**src/rtl/gpio_bank_pkg.sv**
```systemverilog
package gpio_bank_pkg;
  localparam int unsigned GRP_W = 16;
  typedef logic [GRP_W-1:0] grp_vec_t;

  // write-space offsets
  localparam logic [3:0] WOFS_INTEN   = 4'h2;
  localparam logic [3:0] WOFS_EDGESEL = 4'h4;
  localparam logic [3:0] WOFS_CAPEN   = 4'h6;
  localparam logic [3:0] WOFS_LATCH   = 4'h8;
  localparam logic [3:0] WOFS_FLAGCLR = 4'hA;
  // read-space offsets
  localparam logic [3:0] ROFS_PINS    = 4'h0;
  localparam logic [3:0] ROFS_FLAGS   = 4'h8;
  localparam logic [3:0] ROFS_INTEN   = 4'hA;
  localparam logic [3:0] ROFS_EDGESEL = 4'hC;
  localparam logic [3:0] ROFS_CAPEN   = 4'hE;

  // channels of a group that own edge logic
  function automatic grp_vec_t edge_mask(int unsigned grp, int unsigned edge_ch);
    grp_vec_t m;
    for (int unsigned i = 0; i < GRP_W; i++)
      m[i] = ((grp * GRP_W + i) < edge_ch);
    return m;
  endfunction

  // per-bit transition of the selected polarity (sel=1 rising, sel=0 falling)
  function automatic grp_vec_t edge_hits(grp_vec_t now, grp_vec_t prev, grp_vec_t sel);
    return (sel & now & ~prev) | (~sel & ~now & prev);
  endfunction

  // next flag state: clear first, then new events win
  function automatic grp_vec_t flag_next(grp_vec_t cur, grp_vec_t clr, grp_vec_t ev);
    return (cur & ~clr) | ev;
  endfunction
endpackage

```
**src/rtl/gpio_sync.sv**
```systemverilog
module gpio_sync #(
  parameter int unsigned W = 48,
  parameter logic [W-1:0] RST_VAL = '1
) (
  input  logic         clk,
  input  logic         rst_n,
  input  logic [W-1:0] d,
  output logic [W-1:0] q
);
  logic [W-1:0] stage1;

  always_ff @(posedge clk) begin
    if (!rst_n) begin
      stage1 <= RST_VAL;
      q      <= RST_VAL;
    end else begin
      stage1 <= d;
      q      <= stage1;
    end
  end
endmodule

```
**src/rtl/gpio_group.sv**
```systemverilog
module gpio_group
  import gpio_bank_pkg::*;
#(
  parameter int unsigned GRP_IDX = 0,
  parameter int unsigned EDGE_CH = 40
) (
  input  logic     clk,
  input  logic     rst_n,
  input  logic     wr_sel,
  input  logic [3:0] ofs,
  input  grp_vec_t wdata,
  input  grp_vec_t pins_sync,
  output grp_vec_t latch_q,
  output grp_vec_t inten_q,
  output grp_vec_t edgesel_q,
  output grp_vec_t capen_q,
  output grp_vec_t flag_q,
  output grp_vec_t event_o,
  output grp_vec_t clr_o,
  output grp_vec_t rdata
);
  localparam grp_vec_t EMASK = edge_mask(GRP_IDX, EDGE_CH);

  grp_vec_t pins_prev;
  logic wr_inten, wr_edge, wr_capen, wr_latch, wr_clr;

  assign wr_inten = wr_sel && (ofs == WOFS_INTEN);
  assign wr_edge  = wr_sel && (ofs == WOFS_EDGESEL);
  assign wr_capen = wr_sel && (ofs == WOFS_CAPEN);
  assign wr_latch = wr_sel && (ofs == WOFS_LATCH);
  assign wr_clr   = wr_sel && (ofs == WOFS_FLAGCLR);

  assign event_o = edge_hits(pins_sync, pins_prev, edgesel_q) & capen_q & EMASK;
  assign clr_o   = wr_clr ? wdata : '0;

  always_ff @(posedge clk) begin
    if (!rst_n) begin
      pins_prev <= '1;
      latch_q   <= '0;
      inten_q   <= '0;
      edgesel_q <= '0;
      capen_q   <= '0;
      flag_q    <= '0;
    end else begin
      pins_prev <= pins_sync;
      if (wr_latch) latch_q   <= wdata;
      if (wr_inten) inten_q   <= wdata & EMASK;
      if (wr_edge)  edgesel_q <= wdata & EMASK;
      if (wr_capen) capen_q   <= wdata & EMASK;
      flag_q <= flag_next(flag_q, clr_o, event_o) & EMASK;
    end
  end

  always_comb begin
    unique case (ofs)
      ROFS_PINS:    rdata = pins_sync;
      ROFS_FLAGS:   rdata = flag_q;
      ROFS_INTEN:   rdata = inten_q;
      ROFS_EDGESEL: rdata = edgesel_q;
      ROFS_CAPEN:   rdata = capen_q;
      default:      rdata = '0;
    endcase
  end
endmodule

```
**src/rtl/gpio_edge_bank.sv**
```systemverilog
module gpio_edge_bank
  import gpio_bank_pkg::*;
#(
  parameter int unsigned NUM_GRP   = 3,
  parameter int unsigned EDGE_CH   = 40,
  parameter int unsigned ADDR_W    = 8,
  parameter int unsigned BASE_ADDR = 'h40,
  parameter int unsigned STRIDE    = 16
) (
  input  logic                       clk,
  input  logic                       rst_n,
  input  logic                       bus_wr,
  input  logic [ADDR_W-1:0]          bus_addr,
  input  logic [GRP_W-1:0]           bus_wdata,
  output logic [GRP_W-1:0]           bus_rdata,
  input  logic [NUM_GRP*GRP_W-1:0]   pin_in,
  output logic [NUM_GRP*GRP_W-1:0]   pin_pull_low,
  output logic                       irq
);
  localparam int unsigned NCH   = NUM_GRP * GRP_W;
  localparam int unsigned OFS_W = $clog2(STRIDE);
  localparam int unsigned GI_W  = ADDR_W - OFS_W;
  localparam logic [ADDR_W-1:0] BASE = ADDR_W'(BASE_ADDR);
  localparam logic [ADDR_W-1:0] SPAN = ADDR_W'(NUM_GRP * STRIDE);

  logic [NCH-1:0] pins_sync;
  logic [NCH-1:0] flag_all, inten_all, edgesel_all, capen_all, latch_all;
  logic [NCH-1:0] event_all, clr_all;
  logic [ADDR_W-1:0] win_off;
  logic [GI_W-1:0]   grp_idx;
  logic              in_win;
  grp_vec_t          grp_rdata [NUM_GRP];

  assign win_off = bus_addr - BASE;
  assign grp_idx = win_off[ADDR_W-1:OFS_W];
  assign in_win  = (bus_addr >= BASE) && (win_off < SPAN);

  gpio_sync #(.W(NCH), .RST_VAL({NCH{1'b1}})) u_sync (
    .clk(clk), .rst_n(rst_n), .d(pin_in), .q(pins_sync)
  );

  for (genvar g = 0; g < NUM_GRP; g++) begin : g_grp
    logic wr_sel;
    assign wr_sel = bus_wr && in_win && (grp_idx == GI_W'(g));
    gpio_group #(.GRP_IDX(g), .EDGE_CH(EDGE_CH)) u_grp (
      .clk       (clk),
      .rst_n     (rst_n),
      .wr_sel    (wr_sel),
      .ofs       (bus_addr[3:0]),
      .wdata     (bus_wdata),
      .pins_sync (pins_sync[g*GRP_W +: GRP_W]),
      .latch_q   (latch_all[g*GRP_W +: GRP_W]),
      .inten_q   (inten_all[g*GRP_W +: GRP_W]),
      .edgesel_q (edgesel_all[g*GRP_W +: GRP_W]),
      .capen_q   (capen_all[g*GRP_W +: GRP_W]),
      .flag_q    (flag_all[g*GRP_W +: GRP_W]),
      .event_o   (event_all[g*GRP_W +: GRP_W]),
      .clr_o     (clr_all[g*GRP_W +: GRP_W]),
      .rdata     (grp_rdata[g])
    );
  end

  always_comb begin
    bus_rdata = '0;
    for (int g = 0; g < NUM_GRP; g++)
      if (in_win && (grp_idx == GI_W'(g))) bus_rdata = grp_rdata[g];
  end

  assign pin_pull_low = latch_all;
  assign irq          = |(flag_all & inten_all);
endmodule

```
**config.mk**
```make
export PLATFORM = sky130hd
export DESIGN_NAME = gpio_edge_bank
export DESIGN_NICKNAME = d
export VERILOG_FILES = /design/src/rtl/gpio_bank_pkg.sv /design/src/rtl/gpio_sync.sv /design/src/rtl/gpio_group.sv /design/src/rtl/gpio_edge_bank.sv
export SDC_FILE = /design/constraint.sdc
export NUM_CORES = 1
export LEC_CHECK = 0
export ABC_CLOCK_PERIOD_IN_PS = 4300
export BUFFER_PORTS_ARGS = -buffer_cell sky130_fd_sc_hd__buf_2
export CAP_MARGIN = 20
export CORE_UTILIZATION = 55
export CTS_BUF_LIST = sky130_fd_sc_hd__clkbuf_2
export DETAILED_ROUTE_END_ITERATION = 12
export PLACE_DENSITY = 0.75
export SLEW_MARGIN = 10
export SYNTH_ARGS = -nofsm -noshare
export SYNTH_HDL_FRONTEND = slang
export SYNTH_HIERARCHICAL = 1
export SYNTH_SLANG_ARGS = --single-unit
```
**constraint.sdc**
```tcl
create_clock -name clk -period 4.3 [get_ports clk]
set_input_delay 0.43 -clock clk [delete_from_list [all_inputs] [get_ports clk]]
set_output_delay 0.43 -clock clk [all_outputs]
set_load 0.01 [all_outputs]
```
==> flow_summary.toml <==
[sta]
slew_violations = 0
finalCriticalPeriod_ns = 3.38
setup_total_negative_slack_ns = 0
final.setup_skew_ns = 0.0360
worst_max_slew_margin_expressed_relative_to_the_limit_pct = 41.0
timing.fmax_mhz = 295
min_period_over_period_pct = 78.7
rsz0062_at_grt = "false"
finalHoldViolations = 0
worst-slew-pin-transition_ns = 0.885
timing.final.setup_violations = 0

[routing]
route.detailed.wl_per_inst_um = 22.0
route.vias.total = 14400
per_cell_via_count_in_the_routed_design = 6.27
route.final.wire_length_um = 50400
detail-route-antenna-nets = 0
remaining_drc_errors = 0
detailedRoute.firstPassIterationCount = 6
initialDrtViolationCount = 1741

[cts]
cts-root-buf = "clkbuf_2"
cts_tree = "yes"
clk_path_buf_depth = 3
tritoncts.num_buffers = 89
clk_latency_ns = 0.92
cts_resized = 0
clock_edge_transition_at_the_registers_on_the_reported_setup_and_hold_paths_ns = 0.10
tritoncts_sink_count = 344
cts.htree.levels = 3

[global_routing]
grt_first_pass_wirelength_um = 77400
number_of_antenna_violations_at_the_first_check_in_global_routing = 1
remaining_global_route_overflow = 0
grt_pass1_vias = 13800
grt_use_total_pct = 35.5
largest_net_degree_at_the_start_of_global_routing = 116

[critical_path]
rr_startpoint = "u_sync/q[18]"
crit-reg2reg-capture = "g_grp[1].u_grp/flag_q[2]"
critical_path_required_ns = 3.87
start_kind = "primary input"
r2r.worst_path.cells = 3
startpoint = "bus_addr[3]"
timing.critical_path.arrival_ns = 2.95
end_point_of_the_critical_path = "bus_rdata[0]"
critical_path.endpoint_type = "output port"
critPathMaxFanout = 42
worst_setup_path_type = "in2out"
timing.reg2reg.setup_slack_ns = 3.02

[cells_and_area]
fraction_of_layout_instances_using_a_drive_strength_above_1_pct = 18.4
nets = 1974
mostFrequentLayoutCell = "dfxtp_1"
final_cell_mix = "dfxtp_1, o21ai_0, a21oi_1"
final_core_utilization_pct = 63.6
fillerInstances = 2340
areaGrowthSynthToFinish_pct = 13.4
post_layout_nonfiller_instances = 2297

[floorplan]
num_io_pins = 140
num_rows = 60
floorplan.die_area_sq_um = 28200
fp.dieW_um = 168
dieHeight_um = 168
initial_core_util_pct = 56.1
core_area_sq_um = 27000

[place]
dpl.hpwl_um = 31300
portBuffers = 139
post-place-cells = 2082
routabilityCongestion = 0.952

[pwr]
power_switching_uw = 1660
p_comb_share_pct = 8.3
share_seq_of_total_power_pct = 55.3
cellLeakagePower_uw = 0.00633
power.share.switching_pct = 28.2
pwr_density_cell_nw_per_um2 = 345
worst_ir_drop_vdd_v = 0.000215
power_report.internal_total_uw = 4240
clock_power_share_pct = 36.4

[synthesis]
synthesis.instances = 1732
netlist_area_sq_um = 15100
synth_area_per_cell_sq_um = 8.73
synth.yosys.warnings = 6

[worst_hold_path]
hp-class = "in2reg"
whs_path_depth = 2

[job]
cap_viol_max_count = 0

[outcome]
run_status = "finished, final reports clean"
==> worst max-delay path: stages <==
cell	delay [ns]
buf_2	0.64
and2_1	0.68
a22oi_1	0.19
o221ai_1	0.42
nand2_1	0.09
a21oi_1	0.28
buf_2	0.20
==> registers in the layout (all words and copies together) (netlist names) <==
name	count
g_grp.u_grp/capen_q	40
u_sync/q	48
g_grp.u_grp/latch_q	48
g_grp.u_grp/pins_prev	40
g_grp.u_grp/flag_q	40
g_grp.u_grp/inten_q	40
u_sync/stage1	48
g_grp.u_grp/edgesel_q	40
==> how the worst min path moves through the flow <==
stage                            startpoint  slack, ns                         to
final                                 rst_n       0.06           u_sync/stage1[4]
after global routing                  rst_n      0.009           u_sync/stage1[8]
after CTS                      bus_wdata[5]      0.003  g_grp[1].u_grp/inten_q[5]
after detailed placement   u_sync/stage1[4]       0.39                u_sync/q[4]
after global placement    u_sync/stage1[33]       0.39               u_sync/q[33]
after floorplan            u_sync/stage1[0]       0.39                u_sync/q[0]
==> power groups by stage <==
stage	Combinational [uW]	Clock (uW)	Sequential (uW)
after CTS	466	2190	3270
after floorplan	263	0	3330
after global routing	512	2360	3280
after global placement	412	0	3340
final	488	2150	3270
after detailed placement	421	0	3340
==> repair_timing <==
item	4_1_cts	5_1_grt
setup buffers	0	0
endpoints found under the hold margin	130	2
hold buffers	63	1
==> area by class of cell <==
type	count	area, sq um	share of cell area (%)
clock inverters	19	108	0.628
repair buffers	224	1590	9.26
inverters	6	22.5	0.131
flip-flops and latches	344	6890	40.2
clock buffers	127	636	3.71
diodes	2	5.00	0.0292
multi-input cells	1234	7480	43.6
well taps	341	427	2.49
==> metal layers <==
metal  wire [um]  global-route usage [%]
met2       22700                    55.1
met1       20300                    45.9
met5           0                       0
met4        2630                    20.7
met3        4790                    7.17
==> metrics by stage <==
stage / hold slack [ns] / cell area, sq um / total power (uW) / worst slack [ns]
finish: 0.0579 / 17100 / 5910 / 0.915
global route: 0.00859 / 17100 / 6150 / 0.894
CTS: 0.00345 / 17100 / 5920 / 0.987
detailed placement: 0.392 / 15700 / 3760 / 1.11
global placement: 0.390 / 15600 / 3750 / 1.14
floorplan: 0.386 / 15200 / 3590 / 2.22
Power figures use the tool's default switching activity.
